## src/rtl/fmd_pkg.sv

```systemverilog
package fmd_pkg;
   typedef enum logic [2:0] {
      IV_SHORT,
      IV_TWO,
      IV_THREE,
      IV_FOUR,
      IV_GAP
   } iv_class_e;
endpackage

```

## src/rtl/fmd_gap_timer.sv

```systemverilog
module fmd_gap_timer #(
   parameter int CNT_W = 9
) (
   input  logic             clk,
   input  logic             rst_n,
   input  logic             tick,
   input  logic             restart,
   output logic [CNT_W-1:0] cnt_q,
   output logic [CNT_W-1:0] meas
);
   localparam logic [CNT_W-1:0] SAT = {CNT_W{1'b1}};

   // Interval including the tick of the current cycle, saturating
   assign meas = (tick && cnt_q != SAT) ? cnt_q + 1'b1 : cnt_q;

   always_ff @(posedge clk) begin
      if (!rst_n)        cnt_q <= '0;
      else if (restart)  cnt_q <= '0;
      else               cnt_q <= meas;
   end
endmodule

```

## src/rtl/fmd_iv_class.sv

```systemverilog
module fmd_iv_class
   import fmd_pkg::*;
#(
   parameter int CNT_W   = 9,
   parameter int T_TWO   = 25,
   parameter int T_THREE = 41,
   parameter int T_FOUR  = 57,
   parameter int T_GAP   = 80
) (
   input  logic [CNT_W-1:0] iv,
   output iv_class_e        cls
);
   always_comb begin
      if (iv >= CNT_W'(T_GAP))        cls = IV_GAP;
      else if (iv >= CNT_W'(T_FOUR))  cls = IV_FOUR;
      else if (iv >= CNT_W'(T_THREE)) cls = IV_THREE;
      else if (iv >= CNT_W'(T_TWO))   cls = IV_TWO;
      else                            cls = IV_SHORT;
   end
endmodule

```

## src/rtl/fmd_bit_packer.sv

```systemverilog
module fmd_bit_packer #(
   parameter int MAX_BITS = 64,
   parameter int CW       = $clog2(MAX_BITS + 1)
) (
   input  logic                clk,
   input  logic                rst_n,
   input  logic                clear,
   input  logic [1:0]          add_n,
   input  logic                bit_a,
   input  logic                bit_b,
   output logic [MAX_BITS-1:0] frame_bytes,
   output logic [CW-1:0]       bit_count
);
   logic [CW-1:0] cnt_q;
   logic [CW-1:0] cnt_nx;

   always_comb begin
      if (int'(cnt_q) + int'(add_n) >= MAX_BITS) cnt_nx = CW'(MAX_BITS);
      else                                       cnt_nx = cnt_q + CW'(add_n);
   end

   always_ff @(posedge clk) begin
      if (!rst_n || clear) cnt_q <= '0;
      else                 cnt_q <= cnt_nx;
   end

   for (genvar k = 0; k < MAX_BITS; k++) begin : g_bit
      localparam int POS = (k / 8) * 8 + 7 - (k % 8);
      logic b_q;
      logic wr_a;
      logic wr_b;
      assign wr_a = (add_n != 2'd0) && (cnt_q == CW'(k));
      if (k == 0) begin : g_first
         assign wr_b = 1'b0;
      end else begin : g_rest
         assign wr_b = (add_n == 2'd2) && (cnt_q == CW'(k - 1));
      end
      always_ff @(posedge clk) begin
         if (!rst_n || clear) b_q <= 1'b0;
         else if (wr_a)       b_q <= bit_a;
         else if (wr_b)       b_q <= bit_b;
      end
      assign frame_bytes[POS] = b_q;
   end

   assign bit_count = cnt_q;
endmodule

```

## src/rtl/fe_manchester_rx.sv

```systemverilog
module fe_manchester_rx
   import fmd_pkg::*;
#(
   parameter int MAX_BITS    = 64,
   parameter int HALF        = 16,
   parameter int T_TWO       = 25,
   parameter int T_THREE     = 41,
   parameter int T_FOUR      = 57,
   parameter int T_EOF       = 80,
   parameter int T_WINDOW    = 300,
   parameter int SOF_LONG    = 4,
   parameter int SOF_SHORT   = 1,
   parameter int SYNC_STAGES = 0,
   localparam int CW    = $clog2(MAX_BITS + 1),
   localparam int CNT_W = $clog2(T_WINDOW + 1),
   localparam int SOF_W = $clog2(SOF_LONG + 1)
) (
   input  logic                clk,
   input  logic                rst_n,
   input  logic                t0_tick,
   input  logic                start,
   input  logic                sof_long,
   input  logic                rx_in,
   output logic [MAX_BITS-1:0] frame_bytes,
   output logic [CW-1:0]       bit_count,
   output logic [CNT_W-1:0]    resp_gap,
   output logic                last_bit,
   output logic                busy,
   output logic                done,
   output logic                timeout
);
   if (MAX_BITS % 8 != 0 || MAX_BITS < 8) begin : g_chk_bits
      $error("MAX_BITS must be a positive multiple of 8");
   end
   if (!(HALF < T_TWO && T_TWO < T_THREE && T_THREE < T_FOUR &&
         T_FOUR < T_EOF && T_EOF < T_WINDOW)) begin : g_chk_thr
      $error("interval thresholds must be strictly ascending");
   end
   if (SOF_SHORT > SOF_LONG || SOF_SHORT < 0) begin : g_chk_sof
      $error("SOF_SHORT must lie in 0..SOF_LONG");
   end

   // Input conditioning: optional synchroniser chosen by parameter
   logic rx_s;
   if (SYNC_STAGES == 0) begin : g_nosync
      assign rx_s = rx_in;
   end else begin : g_sync
      logic [SYNC_STAGES-1:0] sh_q;
      always_ff @(posedge clk) begin
         if (!rst_n) sh_q <= '0;
         else        sh_q <= {sh_q[SYNC_STAGES-2+1-1:0], rx_in};
      end
      assign rx_s = sh_q[SYNC_STAGES-1];
   end

   logic rx_d;
   logic fall;
   always_ff @(posedge clk) begin
      if (!rst_n) rx_d <= 1'b0;
      else        rx_d <= rx_s;
   end
   assign fall = rx_d & ~rx_s;

   logic [CNT_W-1:0] cnt_q;
   logic [CNT_W-1:0] meas;
   fmd_gap_timer #(.CNT_W(CNT_W)) u_timer (
      .clk    (clk),
      .rst_n  (rst_n),
      .tick   (t0_tick),
      .restart(start | fall),
      .cnt_q  (cnt_q),
      .meas   (meas)
   );

   iv_class_e cls;
   fmd_iv_class #(
      .CNT_W(CNT_W), .T_TWO(T_TWO), .T_THREE(T_THREE),
      .T_FOUR(T_FOUR), .T_GAP(T_EOF)
   ) u_class (
      .iv (meas),
      .cls(cls)
   );

   logic             lb_q;
   logic             skip_q;
   logic [SOF_W-1:0] sof_q;
   logic             act;
   logic [1:0]       add_n;
   logic             bit_a;
   logic             bit_b;

   assign act = busy & fall & ~start;

   always_comb begin
      add_n = 2'd0;
      bit_a = 1'b0;
      bit_b = 1'b0;
      if (act) begin
         unique case (cls)
            IV_FOUR: begin
               add_n = 2'd2;
               bit_b = 1'b1;
            end
            IV_THREE: begin
               add_n = skip_q ? 2'd1 : 2'd2;
               bit_b = 1'b1;
            end
            IV_TWO: begin
               if (sof_q == '0) begin
                  add_n = 2'd1;
                  bit_a = lb_q;
               end
            end
            default: ;
         endcase
      end
   end

   fmd_bit_packer #(.MAX_BITS(MAX_BITS), .CW(CW)) u_pack (
      .clk        (clk),
      .rst_n      (rst_n),
      .clear      (start),
      .add_n      (add_n),
      .bit_a      (bit_a),
      .bit_b      (bit_b),
      .frame_bytes(frame_bytes),
      .bit_count  (bit_count)
   );

   always_ff @(posedge clk) begin
      if (!rst_n) begin
         busy     <= 1'b0;
         done     <= 1'b0;
         timeout  <= 1'b0;
         lb_q     <= 1'b1;
         skip_q   <= 1'b1;
         sof_q    <= '0;
         resp_gap <= '0;
      end else begin
         done    <= 1'b0;
         timeout <= 1'b0;
         if (start) begin
            busy     <= 1'b1;
            lb_q     <= 1'b1;
            skip_q   <= 1'b1;
            sof_q    <= sof_long ? SOF_W'(SOF_LONG) : SOF_W'(SOF_SHORT);
            resp_gap <= '0;
         end else if (busy) begin
            if (fall) begin
               unique case (cls)
                  IV_GAP:   resp_gap <= meas - CNT_W'(HALF);
                  IV_THREE: begin
                     lb_q   <= ~lb_q;
                     skip_q <= ~skip_q;
                  end
                  IV_TWO:   if (sof_q != '0) sof_q <= sof_q - 1'b1;
                  default: ;
               endcase
            end else if (bit_count != '0 && cnt_q >= CNT_W'(T_EOF)) begin
               done <= 1'b1;
               busy <= 1'b0;
            end else if (bit_count == '0 && cnt_q >= CNT_W'(T_WINDOW)) begin
               timeout <= 1'b1;
               busy    <= 1'b0;
            end
         end
      end
   end

   assign last_bit = lb_q;
endmodule

```

## config.mk

```make
export PLATFORM = sky130hd
export DESIGN_NAME = fe_manchester_rx
export DESIGN_NICKNAME = d
export VERILOG_FILES = /design/src/rtl/fmd_pkg.sv /design/src/rtl/fmd_gap_timer.sv /design/src/rtl/fmd_iv_class.sv /design/src/rtl/fmd_bit_packer.sv /design/src/rtl/fe_manchester_rx.sv
export SDC_FILE = /design/constraint.sdc
export NUM_CORES = 1
export LEC_CHECK = 0
export BUFFER_PORTS_ARGS = -buffer_cell sky130_fd_sc_hd__buf_2
export CAP_MARGIN = 20
export CORE_UTILIZATION = 57
export CTS_BUF_LIST = sky130_fd_sc_hd__clkbuf_4 sky130_fd_sc_hd__clkbuf_8 sky130_fd_sc_hd__clkbuf_16
export CTS_CLUSTER_DIAMETER = 30
export CTS_CLUSTER_SIZE = 20
export DETAILED_ROUTE_END_ITERATION = 6
export PLACE_DENSITY = 0.78
export SETUP_SLACK_MARGIN = 0.05
export SKIP_LAST_GASP = 1
export SLEW_MARGIN = 0
export SYNTH_ARGS = -nofsm -noshare
export SYNTH_HDL_FRONTEND = slang
export SYNTH_SLANG_ARGS = --single-unit
export TNS_END_PERCENT = 10
```

## constraint.sdc

```tcl
create_clock -name clk -period 5 [get_ports clk]
set_input_delay 1.25 -clock clk [delete_from_list [all_inputs] [get_ports clk]]
set_output_delay 1.25 -clock clk [all_outputs]
set_load 0.02 [all_outputs]
```

Yosys cells after proc, flatten, opt, wreduce, memory -nomap -nowiden:

Cells that the tools add are included.

* memory bits (read-only): 0
* register bits after elaboration: 98
* latch bits: 0
* bits in writable memories: 0
* memories kept: 0
* input port bits: 6

* shift operators: 0
* divide/modulo/power cells: 0
* multipliers: 0
* $lt $le $gt $ge: 7
* bitwise gates (word level): 10
* equality and inequality tests: 69
* reductions and logical operators: 213
* add/subtract/negate cells: 5
* multiplexer cells: 154

Operators with widths (number)
* $eq A7 B6 Y1 const B: 32
* $mux W1: 140
* $reduce_bool A2 Y1: 68
* $logic_and A1 B1 Y1: 130
* $eq A7 B5 Y1 const B: 16
* $eq A7 B4 Y1 const B: 8
* $ge A32 B8 Y1 const B: 1
* $eq A7 B3 Y1 const B: 4
* $mux W3: 9
* $ge A9 B6 Y1 const B: 2
* $ge A9 B7 Y1 const B: 2
* $eq A7 B2 Y1 const B: 2
* $add A9 B1 Y9 const B: 1
* $ge A9 B5 Y1 const B: 1
* $ge A9 B9 Y1 const B: 1
* $mux W9: 1
* $ne A9 B9 Y1 const B: 1
* $sub A9 B5 Y9 const B: 1
* $add A7 B2 Y8: 1
* $reduce_or A2 Y1: 4
* $add A7 B2 Y7: 1
* $eq A7 B1 Y1 const B: 1
* $logic_not A7 Y1: 1
* $mux W7: 1
* other kinds (19): 29

Longest topological paths before layout:

* depth after elaboration: 15
* depth in mapped cells: 22
* depth with buffers taken out: 21

By module:

From an unflattened synthesis, not the netlist that was laid out.

* cell total of the unflattened synthesis: 643
* area, all modules: 6090.8 µm²

By module, submodules not included
* fmd_bit_packer: area an instance 4569.4 µm², seq. area each 1421.4 µm², times used 1, cells each 476
* fe_manchester_rx: area an instance 960.9 µm², seq. area each 360.3 µm², times used 1, cells each 101
* fmd_gap_timer: area an instance 488.0 µm², seq. area each 180.2 µm², times used 1, cells each 54
* fmd_iv_class: area an instance 72.6 µm², seq. area each 0.0 µm², times used 1, cells each 12

Worst setup path before layout:

No wires, ideal clock.

* path type: in2reg
* start: in t0_tick
* end: reg u_pack.cnt_q[2] (netlist: u_pack.bit_count[2])
* setup time: 0.065 ns
* cell stages on the path: 18
* data arrival time: 4.183 ns
* path slack: 0.753 ns
* cells stage by stage: nand4b_1 > nor2_1 > xnor2_2 > inv_1 > ha_1 > nand3_1 > o211ai_1 > nand4_1 > a21oi_1 > nor2b_1 > ha_1 > inv_1 > fa_1 > nor3_1 > nand3_1 > o21ai_0 > nand2_1 > nor2_1

* cells in the longest elaborated chain, start to end: 13

Ends and longest elaborated chain
* from (decl): line fe_manchester_rx.sv:20 `input logic t0_tick,`
* $logic_and A1 B1 Y1 (*): line fmd_gap_timer.sv:14 `assign meas = (tick && cnt_q != SAT) ? cnt_q + 1'b1 : cnt_q;`
* $mux W9 (*): line fmd_gap_timer.sv:14
* $ge A9 B5 Y1: line fmd_iv_class.sv:17 `else if (iv >= CNT_W'(T_TWO)) cls = IV_TWO;`
* $mux W1: line fmd_iv_class.sv:17
* $mux W3: line fmd_iv_class.sv:16 `else if (iv >= CNT_W'(T_THREE)) cls = IV_THREE;`
* $mux W3: line fmd_iv_class.sv:15 `else if (iv >= CNT_W'(T_FOUR)) cls = IV_FOUR;`
* $mux W3 (*): line fmd_iv_class.sv:14 `if (iv >= CNT_W'(T_GAP)) cls = IV_GAP;`
* $eq A3 B1 Y1 or $eq A3 B2 Y1 (tied branches): line fe_manchester_rx.sv:99 `unique case (cls)`
* $pmux W2 S3 (*): line fe_manchester_rx.sv:99
* $mux W2 (*): line fe_manchester_rx.sv:98 `if (act) begin`
* $add A7 B2 Y8: line fmd_bit_packer.sv:18 `if (int'(cnt_q) + int'(add_n) >= MAX_BITS) cnt_nx = CW'(MAX_BITS);`
* $ge A32 B8 Y1: line fmd_bit_packer.sv:18
* $reduce_or A2 Y1 (no source line)
* to (signal assigned): line fmd_bit_packer.sv:24 `else cnt_q <= cnt_nx;`
* to (decl): line fmd_bit_packer.sv:14 `logic [CW-1:0] cnt_q;`

Mark *: on every way between the ends. The rest lies on a longest branch, timed or not.
A chain may end at the register's enable or synchronous reset.

Final worst setup path:

* start: reg u_timer.cnt_q[1]
* end: reg u_pack.cnt_q[5] (netlist: u_pack.bit_count[5])

* cells in the longest elaborated chain, start to end: 14

Ends and longest elaborated chain
* from (decl): line fmd_gap_timer.sv:8 `output logic [CNT_W-1:0] cnt_q,`
* from (signal assigned): line fmd_gap_timer.sv:19 `else cnt_q <= meas;`
* parallel branches: the longest is 2 deep, another holds $add A9 B1 Y9
* $mux W9 (*): line fmd_gap_timer.sv:14
* $ge A9 B5 Y1: line fmd_iv_class.sv:17
* $mux W1: line fmd_iv_class.sv:17
* $mux W3: line fmd_iv_class.sv:16
* $mux W3: line fmd_iv_class.sv:15
* $mux W3 (*): line fmd_iv_class.sv:14
* $eq A3 B1 Y1 or $eq A3 B2 Y1 (tied branches): line fe_manchester_rx.sv:99
* $pmux W2 S3 (*): line fe_manchester_rx.sv:99
* $mux W2 (*): line fe_manchester_rx.sv:98
* $add A7 B2 Y8: line fmd_bit_packer.sv:18
* $ge A32 B8 Y1: line fmd_bit_packer.sv:18
* $reduce_or A2 Y1 (no source line)

Every way passes the cells marked *.

==> flow_summary_export.csv <==
group,metric,value,unit
pwr,power_leakage,0.00218,uW
die,die_h,102,um
synthesis,synthArstFlopShare,0,
final_layout,antenna_cells,0,
route,first_iter_violations,400,
clock_network,path_clk_slew,100,ps
final_layout,synthToLayoutAreaGrowth,4.13,%
route,vias_per_cell,6.29,
timing,post-route-period-util,0.901,
route,drt_first_pass_iters,5,
clock_network,postCtsSetupBuffers,0,
timing,worst_slew_pin_slew,1100,ps
setup_path,worstSetupPathType,"reg -> reg",
route,wl_per_cell,18.8,um
synthesis,seq_area_frac_synth,0.341,
timing,slew_violations,0,
route,wirelength,15100,um
clock_network,clock_tree.buffer_depth,2,
final_layout,layout_common_cells,"dfxtp_1 (95), buf_2 (89), a21oi_1 (63)",
timing,hold_violations,0,
setup_path,startpoint_type,"register",
setup_path,path_max_fanout,7,
synthesis,syn_area_per_cell,8.74,sq um
final_layout,fill_cells,886,
pwr,ir_worst_vdd,0.149,mV
place,dpl_worst_slack,252,ps
clock_network,postCtsHoldBufs,0,
timing,fin_skew,15.2,ps
synthesis,ys.flop_type,"dfxtp_1",
synthesis,yosysWarnings,0,
route,antenna_left,0,
die,rows,36,
timing,holdWs,484,ps
route,drc_errors,0,
final_layout,layout-drive-gt1-share,0.294,
final_layout,nNetsFinal,676,
timing,fmax,0.222,GHz
die,start_util,0.588,
synthesis,synth_top_area_frac,0.341,
pwr,power_density,237,nW/um^2
timing,timing.final.crit_period,4510,ps
clock_network,htreeDepth,3,
synthesis,synth-seq-cells,98,
run_status,status,"complete, no violations",
clock_network,cts.sinks,98,
synthesis,synthesis.nets,673,
flow_run,max-cap-violations,0,
place,routabilityCongestion,0.939,
timing,slew_headroom,0.264,
clock_network,cts_tree,"built",
clock_network,cts-root-buf,"clkbuf_8",
timing,setup_viol_count_final,0,
die,fp.dieW,102,um
synthesis,synth_area,5750,sq um
final_layout,final_common_cell,"dfxtp_1",
synthesis,synth_edf_count,0,
grt,antenna_found_initial,0,
clock_network,cts_buffers,9,
grt,overflow,0,
timing,worst_slack,493,ps
synthesis,synth_top_cells_by_area,"dfxtp_1 (34%), buf_4 (9.0%), a221oi_2 (7.8%)",
grt,grt_pass1_vias,4548,
setup_path,cp.required,5310,ps
synthesis,synth_top_area_cell,"dfxtp_1",
place,hpwl,10600,um
timing,setup_tns,0,ps
timing,rsz0062_at_grt,"no",
route,num_vias,5024,
die,io_pins,90,
die,core_area,9770,sq um
place,io_buffers,89,
setup_path,cp-end-kind,"register",
grt,grt_pass1_wl,23600,um
grt,grt_max_degree,42,
synthesis,synthesis.instances,658,
clock_network,worstSkewPairLatency,380,ps
clock_network,post_cts_resized,0,
worst_hold_path,min_path_type,"reg -> reg",
synthesis,synth.distinct_cells,64,
die,dieArea,10500,sq um
grt,track_usage,0.293,
setup_path,crit_arrival,4810,ps
stage by stage:
step | utilization | std cells | total power [uW] | area [sq um]
floorplan | - | 658 | 840 | 5750
global placement | 0.589 | 783 | 852 | 5750
detailed placement | 0.589 | 783 | 853 | 5750
CTS | 0.611 | 799 | 1420 | 5970
global route | 0.613 | 799 | 1460 | 5990
finish | 0.613 | 799 | 1420 | 5990
area by class of cell:
class                      count  area (sq um)  area share
clock buffer                  10           131      0.0219
clock inverter                 6          90.1      0.0150
multi-input combinational    423          2950       0.493
timing repair buffer         112           618       0.103
inverter                      17          63.8      0.0107
tap                          133           166      0.0278
sequential                    98          1970       0.328
report_power, final:
part / switching, uW / internal (uW)
registers: 3.17 / 783
logic: 35.6 / 14.6
clock network: 291 / 289
total: 330 / 1090
critical path, cell delays in order, from the launching register on:
cell      delay [ps]
dfxtp_1          470
ha_2             310
and4_1           200
ha_1             240
nand3b_1         180
nor2_1            90
xnor2_1          300
inv_1            180
ha_1             250
nand4_1          110
a21o_1           220
nand3_1          240
nor2b_1          180
ha_1             190
inv_1             60
fa_1             410
nor3_1           250
nand3_1           90
o21ai_0          140
nand2_1          190
nor2_1           160
flip-flops by register name, indices dropped and copies added (netlist names):
name,cells
timeout,1
u_pack.bit_count,7
skip_q,1
done,1
sof_q,3
busy,1
rx_d,1
u_timer.cnt_q,9
last_bit,1
u_pack.g_bit.b_q,64
resp_gap,9
worst paths after layout:
check	start	to	slack [ps]	cells past startpoint
worst max-delay path	u_timer.cnt_q[1]	u_pack.bit_count[5]	490	20
worst min-delay path	u_pack.g_bit[3].b_q	u_pack.g_bit[3].b_q	480	2
worst max register to register	u_timer.cnt_q[1]	u_pack.bit_count[5]	490	20
worst min register to register	u_pack.g_bit[3].b_q	u_pack.g_bit[3].b_q	480	2
routing by layer:
layer	vias up	wire, um	GRT usage
met2	256	6950	0.448
met5	-	0	0
li1	2355	-	-
met1	2391	6770	0.413
met4	0	198	0.0934
met3	22	1140	0.0581
kinds of logic after synthesis:
family          count (synthesis)  share of synthesized area
compound gates                184                      0.259
xor+xnor                       19                     0.0316
fa+ha+maj                      10                     0.0229
buf+inv                       137                      0.147
flops                          98                      0.341
mux                             5                    0.00936
simple gates                  205                      0.189
Yosys cell counts, types with 2 or more instances:
| cell | count |
|---|---|
| xor2_1 | 7 |
| xnor2_1 | 10 |
| mux2i_1 | 4 |
| nor4b_1 | 2 |
| buf_6 | 8 |
| nand2_1 | 23 |
| nand4_1 | 9 |
| a31o_2 | 10 |
| a311oi_1 | 2 |
| nand3_1 | 50 |
| nor2_1 | 54 |
| o22ai_1 | 2 |
| buf_4 | 69 |
| inv_1 | 17 |
| nor3_1 | 10 |
| and3_1 | 12 |
| nand3b_1 | 2 |
| nor2b_1 | 8 |
| clkbuf_1 | 30 |
| a21oi_1 | 64 |
| a221oi_1 | 20 |
| and4_1 | 4 |
| o21ai_0 | 10 |
| nor4_1 | 3 |
| nand2b_1 | 3 |
| or2_2 | 6 |
| and2_1 | 7 |
| a31oi_1 | 3 |
| ha_1 | 8 |
| buf_1 | 2 |
| dfxtp_1 | 98 |
| a221oi_2 | 30 |
| nand4b_1 | 2 |
| buf_2 | 11 |
| a211oi_1 | 23 |
| o211ai_1 | 4 |
| a21o_1 | 4 |
No activity file was read; power rests on OpenSTA's default activity.
